$ cat src/rtl/nic_irq_moderator.sv
module nic_irq_moderator #(
  parameter int CW       = 8,
  parameter int TW       = 16,
  parameter int PRESCALE = 256
) (
  input  logic          clk,
  input  logic          rst_n,
  input  logic          rx_pkt_evt,
  input  logic          tx_pkt_evt,
  input  logic          post_vld,
  input  logic [CW-1:0] post_cause,
  input  logic          post_now,
  input  logic          reg_wr,
  input  logic          reg_rd,
  input  logic [2:0]    reg_addr,
  input  logic [TW-1:0] reg_wdata,
  output logic [TW-1:0] reg_rdata,
  output logic          irq,
  output logic          rx_wb_req,
  input  logic          rx_wb_ack,
  output logic          tx_wb_req,
  input  logic          tx_wb_ack
);
  localparam int PW = (PRESCALE > 1) ? $clog2(PRESCALE) : 1;
  localparam int NT = 4;

  logic [PW-1:0] pre_q;
  logic          tick;
  assign tick = (pre_q == PW'(PRESCALE - 1));

  always_ff @(posedge clk)
    if (!rst_n || tick) pre_q <= '0;
    else                pre_q <= pre_q + 1'b1;

  logic [CW-1:0] mask_q, pend_q;
  logic [TW-1:0] thr_q, thr_cnt_q;
  logic [TW-1:0] dly_q [NT];
  logic [TW-1:0] cnt_q [NT];
  logic [NT-1:0] evt, expire;

  assign evt = {tx_pkt_evt, tx_pkt_evt, rx_pkt_evt, rx_pkt_evt};

  for (genvar i = 0; i < NT; i++) begin : g_tmr
    localparam bit ABS = (i % 2) == 1;
    logic wr_sel, start;
    assign wr_sel    = reg_wr && (reg_addr == 3'(i + 2));
    assign start     = evt[i] && (!ABS || cnt_q[i] == '0);
    assign expire[i] = tick && (cnt_q[i] == TW'(1));

    always_ff @(posedge clk)
      if (!rst_n)      dly_q[i] <= '0;
      else if (wr_sel) dly_q[i] <= reg_wdata;

    always_ff @(posedge clk)
      if (!rst_n || dly_q[i] == '0)  cnt_q[i] <= '0;
      else if (start)                cnt_q[i] <= dly_q[i];
      else if (tick && cnt_q[i] != '0) cnt_q[i] <= cnt_q[i] - 1'b1;


    dis_chk: assert property (@(posedge clk) disable iff (!rst_n)
      (dly_q[i] == '0) |=> (cnt_q[i] == '0));
  end

  logic          rx_exp, tx_exp, rd_cause, wr_mask, now_hit, fire, live;
  logic [CW-1:0] post_bits, pend_nx, mask_nx;

  assign rx_exp    = expire[0] | expire[1];
  assign tx_exp    = expire[2] | expire[3];
  assign rd_cause  = reg_rd && reg_addr == 3'd0;
  assign wr_mask   = reg_wr && reg_addr == 3'd1;
  assign post_bits = (post_vld ? post_cause : '0) | CW'({rx_exp, tx_exp});
  assign pend_nx   = (rd_cause ? '0 : pend_q) | post_bits;
  assign mask_nx   = wr_mask ? reg_wdata[CW-1:0] : mask_q;
  assign live      = |(pend_nx & mask_nx);
  assign now_hit   = post_vld && post_now && |(post_cause & mask_nx);
  assign fire      = live && !irq && (thr_cnt_q == '0 || now_hit);

  always_ff @(posedge clk)
    if (!rst_n) begin
      pend_q <= '0;
      mask_q <= '0;
      thr_q  <= '0;
    end else begin
      pend_q <= pend_nx;
      mask_q <= mask_nx;
      if (reg_wr && reg_addr == 3'd6) thr_q <= reg_wdata;
    end

  always_ff @(posedge clk)
    if (!rst_n) begin
      irq       <= 1'b0;
      thr_cnt_q <= '0;
    end else begin
      irq <= live && (irq || fire);
      if (fire)                         thr_cnt_q <= thr_q;
      else if (tick && thr_cnt_q != '0) thr_cnt_q <= thr_cnt_q - 1'b1;
    end

  always_ff @(posedge clk)
    if (!rst_n) begin
      rx_wb_req <= 1'b0;
      tx_wb_req <= 1'b0;
    end else begin
      rx_wb_req <= rx_exp | (rx_wb_req & ~rx_wb_ack);
      tx_wb_req <= tx_exp | (tx_wb_req & ~tx_wb_ack);
    end

  always_comb
    case (reg_addr)
      3'd0:    reg_rdata = TW'(pend_q);
      3'd1:    reg_rdata = TW'(mask_q);
      3'd2, 3'd3, 3'd4, 3'd5:
               reg_rdata = dly_q[2'(reg_addr - 3'd2)];
      3'd6:    reg_rdata = thr_q;
      default: reg_rdata = '0;
    endcase


  irq_src_chk: assert property (@(posedge clk) disable iff (!rst_n)
    irq |-> |(pend_q & mask_q));

  thr_gate_chk: assert property (@(posedge clk) disable iff (!rst_n)
    $rose(irq) |-> ($past(thr_cnt_q) == '0 || $past(now_hit)));

  rx_cause_chk: assert property (@(posedge clk) disable iff (!rst_n)
    $rose(rx_wb_req) |-> pend_q[1]);

  tx_cause_chk: assert property (@(posedge clk) disable iff (!rst_n)
    $rose(tx_wb_req) |-> pend_q[0]);

  rx_held_chk: assert property (@(posedge clk) disable iff (!rst_n)
    (rx_wb_req && !rx_wb_ack) |=> rx_wb_req);

  tx_held_chk: assert property (@(posedge clk) disable iff (!rst_n)
    (tx_wb_req && !tx_wb_ack) |=> tx_wb_req);
endmodule

$ cat config.mk
export PLATFORM = sky130hd
export DESIGN_NAME = nic_irq_moderator
export DESIGN_NICKNAME = d
export VERILOG_FILES = /design/src/rtl/nic_irq_moderator.sv
export SDC_FILE = /design/constraint.sdc
export NUM_CORES = 1
export LEC_CHECK = 0
export ABC_AREA = 0
export BUFFER_PORTS_ARGS = -buffer_cell sky130_fd_sc_hd__clkbuf_2
export CORE_UTILIZATION = 35
export CTS_BUF_LIST = sky130_fd_sc_hd__clkbuf_8
export DETAILED_ROUTE_END_ITERATION = 8
export GPL_TIMING_DRIVEN = 0
export PLACE_DENSITY = 0.48
export SYNTH_ARGS = -nofsm -noshare
export SYNTH_HDL_FRONTEND = slang
export SYNTH_SLANG_ARGS = --single-unit
$ cat constraint.sdc
create_clock -name clk -period 3.88 [get_ports clk]
set_clock_uncertainty 0.2 [all_clocks]
set_input_delay 0.194 -clock clk [delete_from_list [all_inputs] [get_ports clk]]
set_output_delay 0.194 -clock clk [all_outputs]
set_load 0.01 [all_outputs]
## Word level (Yosys, flattened, before mapping)

Memories as Yosys holds them, arrays and structs flattened.
Index checks and enable logic that the tools add are counted.

- Register bits after elaboration: 59
- Memories: 2
- Word-level logic and storage cells: 168
- RAM bits: 128
- Output and inout bits: 19

- Bitwise operators: 24
- Multiplexer cells: 67
- Eq/ne operators: 11
- Reductions and logical operators: 49
- Add/sub/neg operators: 7

Memory list:

| memory | words | bits a word | rd ports | clocked after memory_dff | write ports | line | RTL |
|---|---|---|---|---|---|---|---|
| cnt_q | 4 | 16 | 4 | 0 | 4 | 38 | `logic [TW-1:0] cnt_q [NT];` |
| dly_q | 4 | 16 | 5 | 0 | 4 | 37 | `logic [TW-1:0] dly_q [NT];` |

Operator list:

| operator | number |
|---|---|
| $mux 16 | 14 |
| $logic_not 16->1 | 7 |
| $reduce_bool 16->1 | 5 |
| $sub 16x1->16 const B | 5 |
| $eq 16x1->1 const B | 4 |
| $pmux 16 s4 | 1 |
| $mux 1 | 49 |
| $mux 8 | 3 |
| $logic_and 1x1->1 | 23 |
| $and 8x8->8 | 2 |
| $or 1x1->1 | 16 |
| $reduce_or 8->1 | 2 |
| $eq 3x3->1 const B | 3 |
| $add 8x1->8 const B | 1 |
| $eq 8x8->1 const B | 1 |
| $or 8x2->8 | 1 |
| $or 8x8->8 | 1 |
| $logic_or 1x1->1 | 7 |
| $eq 3x2->1 const B | 2 |
| $reduce_or 4->1 | 1 |
| $eq 3x1->1 const B | 1 |
| $logic_not 3->1 | 1 |
| $and 1x1->1 | 2 |
| $logic_not 1->1 | 2 |
| other kinds (3) | 4 |

## Depth between registers and ports, before layout

Gate-level depths: netlist of the first run.

- Depth after elaboration: 11
- Gate-level depth with buffers: 10

## Least setup slack after synthesis of the first run

Ideal clock, no wire load.

- Kind: reg-to-reg
- From: mem cnt_q[3][2]
- To: reg thr_cnt_q[10]
- Stages on the path, launching flop included: 9
- Arrival: 2438 ps
- Data required time: 3608 ps
- Setup slack: 1170 ps
- Path through: edfxtp_1 > or4_4 > and4b_1 > a22oi_1 > nor2_2 > a2111oi_4 > a211oi_4 > buf_8 > mux2i_1

RTL lines:

| element | line | RTL |
|---|---|---|
| from (decl) | 38 |  |
| to (signal assigned) | 95 | `if (fire) thr_cnt_q <= thr_q;` |
| to (signal assigned) | 96 | `else if (tick && thr_cnt_q != '0) thr_cnt_q <= thr_cnt_q - 1'b1;` |
| to (decl) | 36 | `logic [TW-1:0] thr_q, thr_cnt_q;` |

## Final worst setup path of the first run

- From: reg pre_q[0]
- To: reg thr_cnt_q[12]

- Longest elaborated chain between the ends: 10

RTL lines:

| element | line | RTL |
|---|---|---|
| from (decl) | 27 | `logic [PW-1:0] pre_q;` |
| from (signal assigned) | 33 | `else pre_q <= pre_q + 1'b1;` |
| $eq 8x8->1 * | 29 | `assign tick = (pre_q == PW'(PRESCALE - 1));` |
| $logic_and 1x1->1 | 48 | `assign expire[i] = tick && (cnt_q[i] == TW'(1));` |
| $or 1x1->1, on equally long branches | 68, 67 |  |
| $or 8x2->8 | 71 | `assign post_bits = (post_vld ? post_cause : '0) \| CW'({rx_exp, tx_exp});` |
| $or 8x8->8 | 72 | `assign pend_nx = (rd_cause ? '0 : pend_q) \| post_bits;` |
| $and 8x8->8 | 74 | `assign live = \|(pend_nx & mask_nx);` |
| $reduce_or 8->1 | 74 |  |
| $logic_and 1x1->1 (2 in a row) | 76 | `assign fire = live && !irq && (thr_cnt_q == '0 \|\| now_hit);` |
| $mux 16 or $reduce_bool 2->1 (tied branches) | n/a |  |

Mark *: on every way between the ends. The rest lies on a longest branch, timed or not.
A chain may end at the register's enable or synchronous reset.

==> reports/results.ini, run 1 <==
[run_status]
status = finished, final reports clean

[timing]
hold_violations = 0
setup_tns_ns = 0
setup-violations-final = 0
worst_pin_slew_ns = 1.12
timing.fmax_mhz = 290
drv_slew = 0
grt_setup_unrepaired = no
period_minus_slack_ns = 3.45
slew_headroom_pct = 24.8
fin_crit_sh_pct = 89.0

[routing]
met2_length_mm = 13.5
wl_met3_mm = 1.47
wl_met1_mm = 14.3
top_layer_used = met4
first_pass_iters = 5
ant_nets = 0
viasPerCell = 5.25
drt-initial-drc-count = 646
drcViolationCount = 0
routed-via-count = 7742
routed_wl_mm = 29.6
post_drt_wl_per_cell_um = 20.1

[clocking]
clkLatencyLatePin_ns = 0.46
numClockSinks = 187
cts_tree = done
ctsHtreeMaxLevel = 4
clk_pin_slew_ns = 0.11
clockBufferDepth = 2
cts_buffers = 17
post_cts_buffers = 0
cts_root_buf = clkbuf_8

[synthesis]
synth_edf_count = 128
yosys_most_used_dff = edfxtp_1
synthesis.nets = 1039
synthArstFlopShare_pct = 0
synth_area_um2 = 9980
ys_seq_area_share_pct = 50.3
syn_avg_cell_area_um2 = 10.1
ys_seq_elements = 187
synth_cell_types = 61
yosys_warnings = 0
syn_inst = 986

[worst_setup_path]
critPathKind = reg2reg
reg2reg_slack_ns = 0.43
cp.arrival_ns = 3.65
reg2reg_to = thr_cnt_q[12]
rr_worst_depth = 8
cp.required_ns = 4.08
timing.rr.start = pre_q[0]
cp-start-kind = flip-flop
crit_path_max_fanout = 10
crit_path_end_kind = flip-flop

[global_routing]
grt_pass1_wl_mm = 44.6
antenna_found_initial = 0
grt_pass1_vias = 7463
grt_usage_pct = 20.9
grt_overflow = 0
grt_max_degree = 19

[flow_run]
maxCapViolCount = 0

[final_layout]
final_nets = 1138
diodes = 0
fillCellCount = 2850
area_growth_pct = 14.2
multi_input_area_um2 = 4700
final_layout_size_suffix_gt1_share_pct = 11.0
final_core_util_pct = 40.8
final-seq-area_um2 = 5020

[floorplan]
io_pins = 56
die_y_um = 171
row_count = 61
die_w_um = 171
initial_core_util_pct = 35.7
core_um2 = 27900
fp.dieArea_um2 = 29200

[pwr]
cellLeakagePower_nw = 4.05
vdd_drop_max_uv = 170
pwr_density_cell_nw_per_um2 = 371

[placed_design]
port-buffer-count = 53
routabilityCongestion = 0.867
hpwlAfterDp_mm = 22.2

[worst_hold_path]
hold_start = reg_addr[2]
min_path_cells = 4
hold_class = in2reg
min_to = mask_q[5]

==> layout by cell type, fill, tap and decap left out, drive strengths merged, types with 5 or more instances in the layout <==
cell type,synthesis,layout
or3,7,7
xnor2,45,45
nand4,5,5
edfxtp,128,128
nor2b,5,5
o21ai,80,80
a21oi,27,27
mux4,16,16
and2,68,68
or4,10,10
nor4,40,40
clkbuf,32,103
ha,16,16
xor2,27,27
nor2,65,65
inv,21,31
a22o,9,9
nand2,190,190
a22oi,8,8
and3,5,5
nand3,18,18
nor3,18,18
buf,10,11
mux2i,34,34
nand2b,6,6
dlygate4sd3,0,26
dfxtp,59,59
==> cells in the mapped netlist, types with 20 or more instances <==
master      n  area share [%]
nand2_1   190             7.1
edfxtp_1  128              38
o21ai_0    76             3.8
inv_1      20            0.75
xor2_1     27             2.4
mux2i_1    34             3.4
nor2_1     64             2.4
nor4_1     38             2.4
a21oi_1    27             1.4
clkbuf_1   32             1.2
dfxtp_1    59              12
xnor2_1    45             3.9
and2_1     68             4.3
==> per-stage QoR <==
stage | cells | instance area [µm²] | total power [mW] | setup slack, ns | hold WS, ns
finish | 1476 | 11400 | 4.23 | 0.428 | 0.0418
global route | 1476 | 11400 | 4.39 | 0.170 | 0.0229
CTS | 1476 | 11400 | 4.26 | 0.150 | 0.0103
detailed placement | 1418 | 10700 | 2.87 | 0.204 | 0.267
global placement | 1417 | 10700 | 2.87 | 0.215 | 0.268
floorplan | 986 | 9980 | 2.65 | 1.17 | 0.130
==> report_power, final <==
group          switching (mW)  total, mW  internal [mW]
Combinational           0.279      0.483          0.204
Sequential              0.126       2.36           2.24
Clock                   0.781       1.39          0.609
Total                    1.19       4.23           3.05
==> area by class of cell <==
type	count	area share, %
multi-input cells	736	41.2
clock inverters	14	1.38
plain buffers	42	1.62
repair buffers	80	4.68
well taps	378	4.15
flip-flops and latches	187	44.1
clock buffers	18	2.17
inverters	21	0.691
==> cell families (layout without fill, tap and decap cells) <==
kind of cell | Yosys count | after routing | share of synthesized area (%)
mux | 52 | 52 | 7.39
fa+ha+maj | 16 | 16 | 2.00
compound gates | 145 | 145 | 8.95
buf+inv | 63 | 175 | 2.64
xor+xnor | 72 | 72 | 6.32
flops | 187 | 187 | 50.3
simple gates | 451 | 451 | 22.4
==> registers in the layout, summed over array words and instances, names as in the netlist <==
| register | flops |
|---|---|
| pend_q | 8 |
| cnt_q | 64 |
| tx_wb_req | 1 |
| thr_q | 16 |
| dly_q | 64 |
| thr_cnt_q | 16 |
| irq | 1 |
| mask_q | 8 |
| rx_wb_req | 1 |
| pre_q | 8 |
==> how the worst max path moves through the flow <==
stage / from / endpoint / slack (ns) / depth (start not counted)
after global routing: pre_q[0] / thr_cnt_q[10] / 0.17 / 8
final: pre_q[0] / thr_cnt_q[12] / 0.43 / 8
after floorplan: cnt_q[3][2] / thr_cnt_q[10] / 1.17 / 8
after detailed placement: pre_q[0] / thr_cnt_q[13] / 0.20 / 8
after CTS: pre_q[0] / thr_cnt_q[11] / 0.15 / 8
after global placement: pre_q[0] / thr_cnt_q[8] / 0.21 / 8
==> routing by layer <==
layer / track usage (%) / up-vias
met1: 30.1 / 3767
li1: - / 3720
met5: 0 / -
met3: 3.22 / 25
met2: 33.1 / 230
met4: 4.43 / 0
==> what timing repair did <==
item / in CTS / in global routing
hold endpoints to repair: 85 / 0
gates resized for setup: 0 / 1
setup endpoints to repair: 0 / 1
hold buffers: 26 / 0
==> worst max-delay path: stages, from the launching register on <==
cell      delay [ns]
dfxtp_1         0.42
ha_1            0.31
and2_1          0.18
nand4_1         0.53
a21oi_2         0.57
nand2_1         0.19
a211oi_4        0.55
buf_8           0.24
mux2i_1         0.19
No activity file was read; power rests on OpenSTA's default activity.
==> run 2: changes to the inputs <==
--- a/config.mk
+++ b/config.mk
@@ -7,11 +7,14 @@
 export LEC_CHECK = 0
 export ABC_AREA = 0
 export BUFFER_PORTS_ARGS = -buffer_cell sky130_fd_sc_hd__clkbuf_2
+export CAP_MARGIN = 20
+export CELL_PAD_IN_SITES_DETAIL_PLACEMENT = 1
+export CELL_PAD_IN_SITES_GLOBAL_PLACEMENT = 2
 export CORE_UTILIZATION = 35
 export CTS_BUF_LIST = sky130_fd_sc_hd__clkbuf_8
 export DETAILED_ROUTE_END_ITERATION = 8
 export GPL_TIMING_DRIVEN = 0
-export PLACE_DENSITY = 0.48
+export PLACE_DENSITY = 0.68
 export SYNTH_ARGS = -nofsm -noshare
 export SYNTH_HDL_FRONTEND = slang
 export SYNTH_SLANG_ARGS = --single-unit
==> constraint.sdc (replaced) <==
create_clock -name clk -period 4.1 [get_ports clk]
set_clock_uncertainty 0.2 [all_clocks]
set_input_delay 0.205 -clock clk [delete_from_list [all_inputs] [get_ports clk]]
set_output_delay 0.205 -clock clk [all_outputs]
set_load 0.01 [all_outputs]
==> run 2 against run 1 <==
Sequential power down 5%. Design area decreased by 0.31%. Routed wire length is 7.0% higher. Critical endpoint is now thr_cnt_q[9].
==> reports/results.ini, run 2 (synthesis gave the netlist of run 1 again) <==
[run_status]
status = finished, final reports clean

[worst_setup_path]
timing.rr.start = pre_q[0]
cp.required_ns = 4.30  ; +0.22 ns
worst_path_dominant_cell_family = compound AO/OA/AOI/OAI gates
critPathBufInv = 1  ; unchanged
startpoint = pre_q[0]
crit_path_max_fanout = 10  ; unchanged
slowest_stage = a21oi_1
cp.arrival_ns = 3.87  ; +0.22 ns
path_cells = ha_1, and2_1, nand4_1, a21oi_1, nand2_1, a211oi_4, buf_8, mux2i_1
critPathKind = reg2reg
crit_path_max_incr_delay_ns = 0.71  ; +0.14 ns
cp-start-kind = flip-flop
crit_path_end_kind = flip-flop

[clocking]
ctsHtreeMaxLevel = 4  ; unchanged
cts_hold_buffers = 27  ; +3.8%
cts_resized = 0  ; unchanged
clkLatencyLatePin_ns = 0.48  ; +0.02 ns
post_cts_buffers = 0  ; unchanged
cts_root_buf = clkbuf_8
cts_tree = done
clk_pin_slew_ns = 0.10  ; about the same
clockBufferDepth = 2  ; unchanged
cts_buffers = 17  ; unchanged
numClockSinks = 187  ; unchanged

[routing]
routed_wl_mm = 31.7  ; +7.0%
viasPerCell = 5.29  ; +0.88%
first_pass_iters = 5  ; unchanged
ant_nets = 0  ; unchanged
drcViolationCount = 0  ; unchanged
post_drt_wl_per_cell_um = 21.4  ; +6.7%
drt-initial-drc-count = 469  ; -27%
routed-via-count = 7826  ; +1.1%

[timing]
drv_slew = 0  ; unchanged
setup_tns_ns = 0  ; unchanged
worst_pin_slew_ns = 0.864  ; -0.256 ns
hold_violations = 0  ; unchanged
setup-violations-final = 0  ; unchanged
grt_setup_unrepaired = no
fin_crit_sh_pct = 89.5  ; +0.49 points
timing.fmax_mhz = 273  ; -5.9%
slew_headroom_pct = 42.2  ; +17 points
period_minus_slack_ns = 3.67  ; +0.216 ns

[final_layout]
final_common_cell = nand2_1
reg_top3 = cnt_q x64, dly_q x64
final_layout_size_suffix_gt1_share_pct = 10.9  ; -0.12 points
final_cell_mix = 190 x nand2_1, 128 x edfxtp_1, 76 x o21ai_0
area_growth_pct = 13.8
final-seq-area_um2 = 5020  ; unchanged
multi_input_area_um2 = 4700  ; about the same
final_cell_area_um2 = 11400  ; -0.31%
diodes = 0  ; unchanged
final_nets = 1141  ; +0.26%
fillCellCount = 3199  ; +12%

[floorplan]
initial_core_util_pct = 35.7  ; unchanged
die_w_um = 171  ; unchanged
fp.dieArea_um2 = 29200  ; unchanged
die_y_um = 171  ; unchanged
row_count = 61  ; unchanged
core_um2 = 27900  ; unchanged
io_pins = 56  ; unchanged

[placed_design]
postPlaceCellArea_um2 = 10700  ; +0.14%
routabilityCongestion = 0.822  ; -5.2%
port-buffer-count = 53  ; unchanged
hpwlAfterDp_mm = 24.5  ; +11%

[global_routing]
antenna_found_initial = 0  ; unchanged
grt_usage_pct = 22.7  ; +1.8 points
grt_max_degree = 18  ; -1
grt_overflow = 0  ; unchanged
grt_pass1_wl_mm = 48.2  ; +8.1%
grt_pass1_vias = 8040  ; +7.7%

[worst_hold_path]
hold_start = reg_addr[0]
hold_class = in2reg

[flow_run]
maxCapViolCount = 0  ; unchanged

[pwr]
cellLeakagePower_nw = 4.03  ; -0.39%
vdd_drop_max_uv = 153  ; -10%
pwr_density_cell_nw_per_um2 = 340  ; -8.5%

[run 2: routing by layer]
metal / vias up / global-route usage (%) / part of all wire, %
met4: 0 / 4.85 / 1.0
met1: 3914 / 32.0 / 48
met3: 21 / 3.05 / 3.8
met2: 164 / 37.1 / 47
met5: - / 0 / 0
li1: 3727 / - / -
[run 2: layout make-up]
cell class,instances,area share (%)
sequential,187,44.2
multi-input combinational,736,41.3
timing repair buffer,83,4.95
tap,378,4.16
clock buffer,18,2.18
buffer,42,1.63
clock inverter,14,0.848
inverter,21,0.694
[run 2: power breakdown]
part | internal [mW] | switching (mW) | total (mW) | leakage (nW)
sequential | 2.12 | 0.122 | 2.24 | 1.77
combinational | 0.194 | 0.270 | 0.464 | 2.08
clock | 0.438 | 0.725 | 1.16 | 0.177
total | 2.75 | 1.12 | 3.86 | 4.03
[run 2: final timing paths]
kind	cells past startpoint	slack (ns)	endpoint
setup / recovery	8	0.43	thr_cnt_q[9]
hold / removal	4	0.09	mask_q[5]
setup reg to reg	8	0.43	thr_cnt_q[9]
hold reg to reg	2	0.28	thr_cnt_q[4]
[run 2: stage by stage]
step           instances  worst slack, ns  power [mW]  hold slack (ns)  util, %
4_1_cts             1478            0.396        3.90           0.0507     40.7
5_1_grt             1479            0.269        4.01            0.115     40.7
3_3_place_gp        1417            0.472        2.72            0.265     38.4
3_5_place_dp        1419            0.451        2.72            0.269     38.5
2_1_floorplan        986             1.39        2.51            0.141        -
6_report            1479            0.432        3.86           0.0886     40.7
[run 2: worst register-to-register path: cells and delay by family (launching register included)]
family	cells	cell delay, ns
fa+ha+maj	1	0.31
mux	1	0.22
buf+inv	1	0.24
flops	1	0.42
compound gates	2	1.27
simple gates	3	0.94
==> run 3: changes to the inputs <==
==> constraint.sdc (replaced) <==
create_clock -name clk -period 4.1 [get_ports clk]
set_clock_uncertainty 0.2 [all_clocks]
set_input_delay 0.41 -clock clk [delete_from_list [all_inputs] [get_ports clk]]
set_output_delay 0.41 -clock clk [all_outputs]
set_load 0.01 [all_outputs]
==> run 3 against run 2 <==
Sequential share of layout area up 1.0 points. Setup slack better by 0.043 ns. Clock power about the same.
==> reports/results.ini, run 3 (synthesis gave the netlist of run 1 again) <==
[run_status]
status = finished, final reports clean

[clocking]
cts_hold_buffers = 2  ; -93%
cts_resized = 0  ; unchanged
post_cts_buffers = 0  ; unchanged
ctsHtreeMaxLevel = 4  ; unchanged
clockBufferDepth = 2  ; unchanged
cts_buffers = 17  ; unchanged
clk_pin_slew_ns = 0.10  ; about the same
cts_root_buf = clkbuf_8
cts_tree = done
clkLatencyLatePin_ns = 0.48  ; about the same
numClockSinks = 187  ; unchanged

[final_layout]
final_nets = 1116  ; -2.2%
final_common_cell = nand2_1
final_layout_size_suffix_gt1_share_pct = 11.2  ; +0.25 points
diodes = 0  ; unchanged
reg_top3 = cnt_q x64, dly_q x64
final_core_util_pct = 39.8  ; -0.90 points
final_cell_area_um2 = 11100  ; -2.2%
final_cell_mix = 190 x nand2_1, 128 x edfxtp_1, 76 x o21ai_0
area_growth_pct = 11.3

[timing]
worst_pin_slew_ns = 0.875  ; +0.0110 ns
hold_violations = 0  ; unchanged
setup-violations-final = 0  ; unchanged
slew_headroom_pct = 41.7  ; -0.48 points
period_minus_slack_ns = 3.63  ; -0.0427 ns
grt_setup_unrepaired = no
setup_tns_ns = 0  ; unchanged
timing.fmax_mhz = 276  ; +1.2%
drv_slew = 0  ; unchanged
hold_slack_ns = 0.0400  ; -0.0487 ns
fin_crit_sh_pct = 88.4  ; -1.0 points

[floorplan]
core_um2 = 27900  ; unchanged
die_y_um = 171  ; unchanged
initial_core_util_pct = 35.7  ; unchanged
io_pins = 56  ; unchanged
row_count = 61  ; unchanged
die_w_um = 171  ; unchanged
fp.dieArea_um2 = 29200  ; unchanged

[placed_design]
hpwlAfterDp_mm = 24.5  ; unchanged
port-buffer-count = 53  ; unchanged
postPlaceCellArea_um2 = 10700  ; unchanged
routabilityCongestion = 0.822  ; unchanged

[global_routing]
grt_usage_pct = 22.6  ; -0.14 points
grt_pass1_vias = 7944  ; -1.2%
grt_overflow = 0  ; unchanged
antenna_found_initial = 0  ; unchanged
grt_max_degree = 18  ; unchanged
grt_pass1_wl_mm = 47.8  ; -0.82%

[routing]
routed_wl_mm = 31.5  ; -0.51%
post_drt_wl_per_cell_um = 21.7  ; +1.2%
ant_nets = 0  ; unchanged
viasPerCell = 5.33  ; +0.77%
drcViolationCount = 0  ; unchanged
drt-initial-drc-count = 469  ; unchanged
routed-via-count = 7753  ; -0.93%
first_pass_iters = 5  ; unchanged

[worst_setup_path]
crit_path_max_fanout = 10  ; unchanged
critPathKind = reg2reg
crit_path_end_kind = flip-flop
cp-start-kind = flip-flop
cp.arrival_ns = 3.83  ; -0.04 ns
cp.required_ns = 4.31  ; about the same

[flow_run]
maxCapViolCount = 0  ; unchanged

[pwr]
vdd_drop_max_uv = 152  ; -0.82%
cellLeakagePower_nw = 3.93  ; -2.6%
pwr_density_cell_nw_per_um2 = 346  ; +1.7%
power_mw = 3.84  ; -0.50%

[worst_hold_path]
hold_class = in2reg

==> run 3: changes by cell type in the layout (fill, tap and decap cells not counted) <==
| cell | before | now |
|---|---|---|
| dlygate4sd3_1 | 27 | 2 |
==> run 3: worst paths after layout <==
| check | end | depth (start not counted) | slack (ns) | startpoint |
|---|---|---|---|---|
| max | thr_cnt_q[9] | 8 | 0.47 | pre_q[0] |
| min | pend_q[2] | 3 | 0.04 | post_cause[2] |
| max reg2reg | thr_cnt_q[9] | 8 | 0.47 | pre_q[0] |
| min reg2reg | thr_q[2] | 2 | 0.28 | thr_q[2] |
==> run 3: power by group <==
group / total [mW] / leakage [nW] / internal (mW) / switching (mW)
Clock: 1.16 / 0.177 / 0.438 / 0.725
Sequential: 2.24 / 1.77 / 2.12 / 0.122
Combinational: 0.445 / 1.98 / 0.179 / 0.266
==> run 3: layout make-up <==
class	instances	area, µm²
Timing Repair Buffer	58	313
Fill cell	3211	16800
Clock inverter	14	96.3
Sequential cell	187	5020
Tap cell	378	473
Inverter	21	78.8
Multi-Input combinational cell	736	4700
Buffer	42	185
Clock buffer	18	248
==> run 3: routing by layer <==
metal / global-route usage (%) / part of all wire [%] / routed length [µm]
met3: 3.08 / 3.8 / 1210
met5: 0 / 0 / 0
met4: 4.85 / 0.99 / 313
met2: 36.5 / 47 / 14700
met1: 32.0 / 49 / 15300
==> run 3: worst max-delay path, cell delays in order (launching register included) <==
cell and delay, ns:
dfxtp_1 0.42, ha_1 0.31, and2_1 0.17, nand4_1 0.49, a21oi_1 0.71, nand2_1 0.23
a211oi_4 0.56, buf_8 0.24, mux2i_1 0.21
==> run 3: through the flow <==
| stage | worst slack [ns] | std cells |
|---|---|---|
| 2_1_floorplan | 1.28 | 986 |
| 3_3_place_gp | 0.472 | 1417 |
| 3_5_place_dp | 0.451 | 1419 |
| 4_1_cts | 0.396 | 1453 |
| 5_1_grt | 0.269 | 1454 |
| 6_report | 0.474 | 1454 |
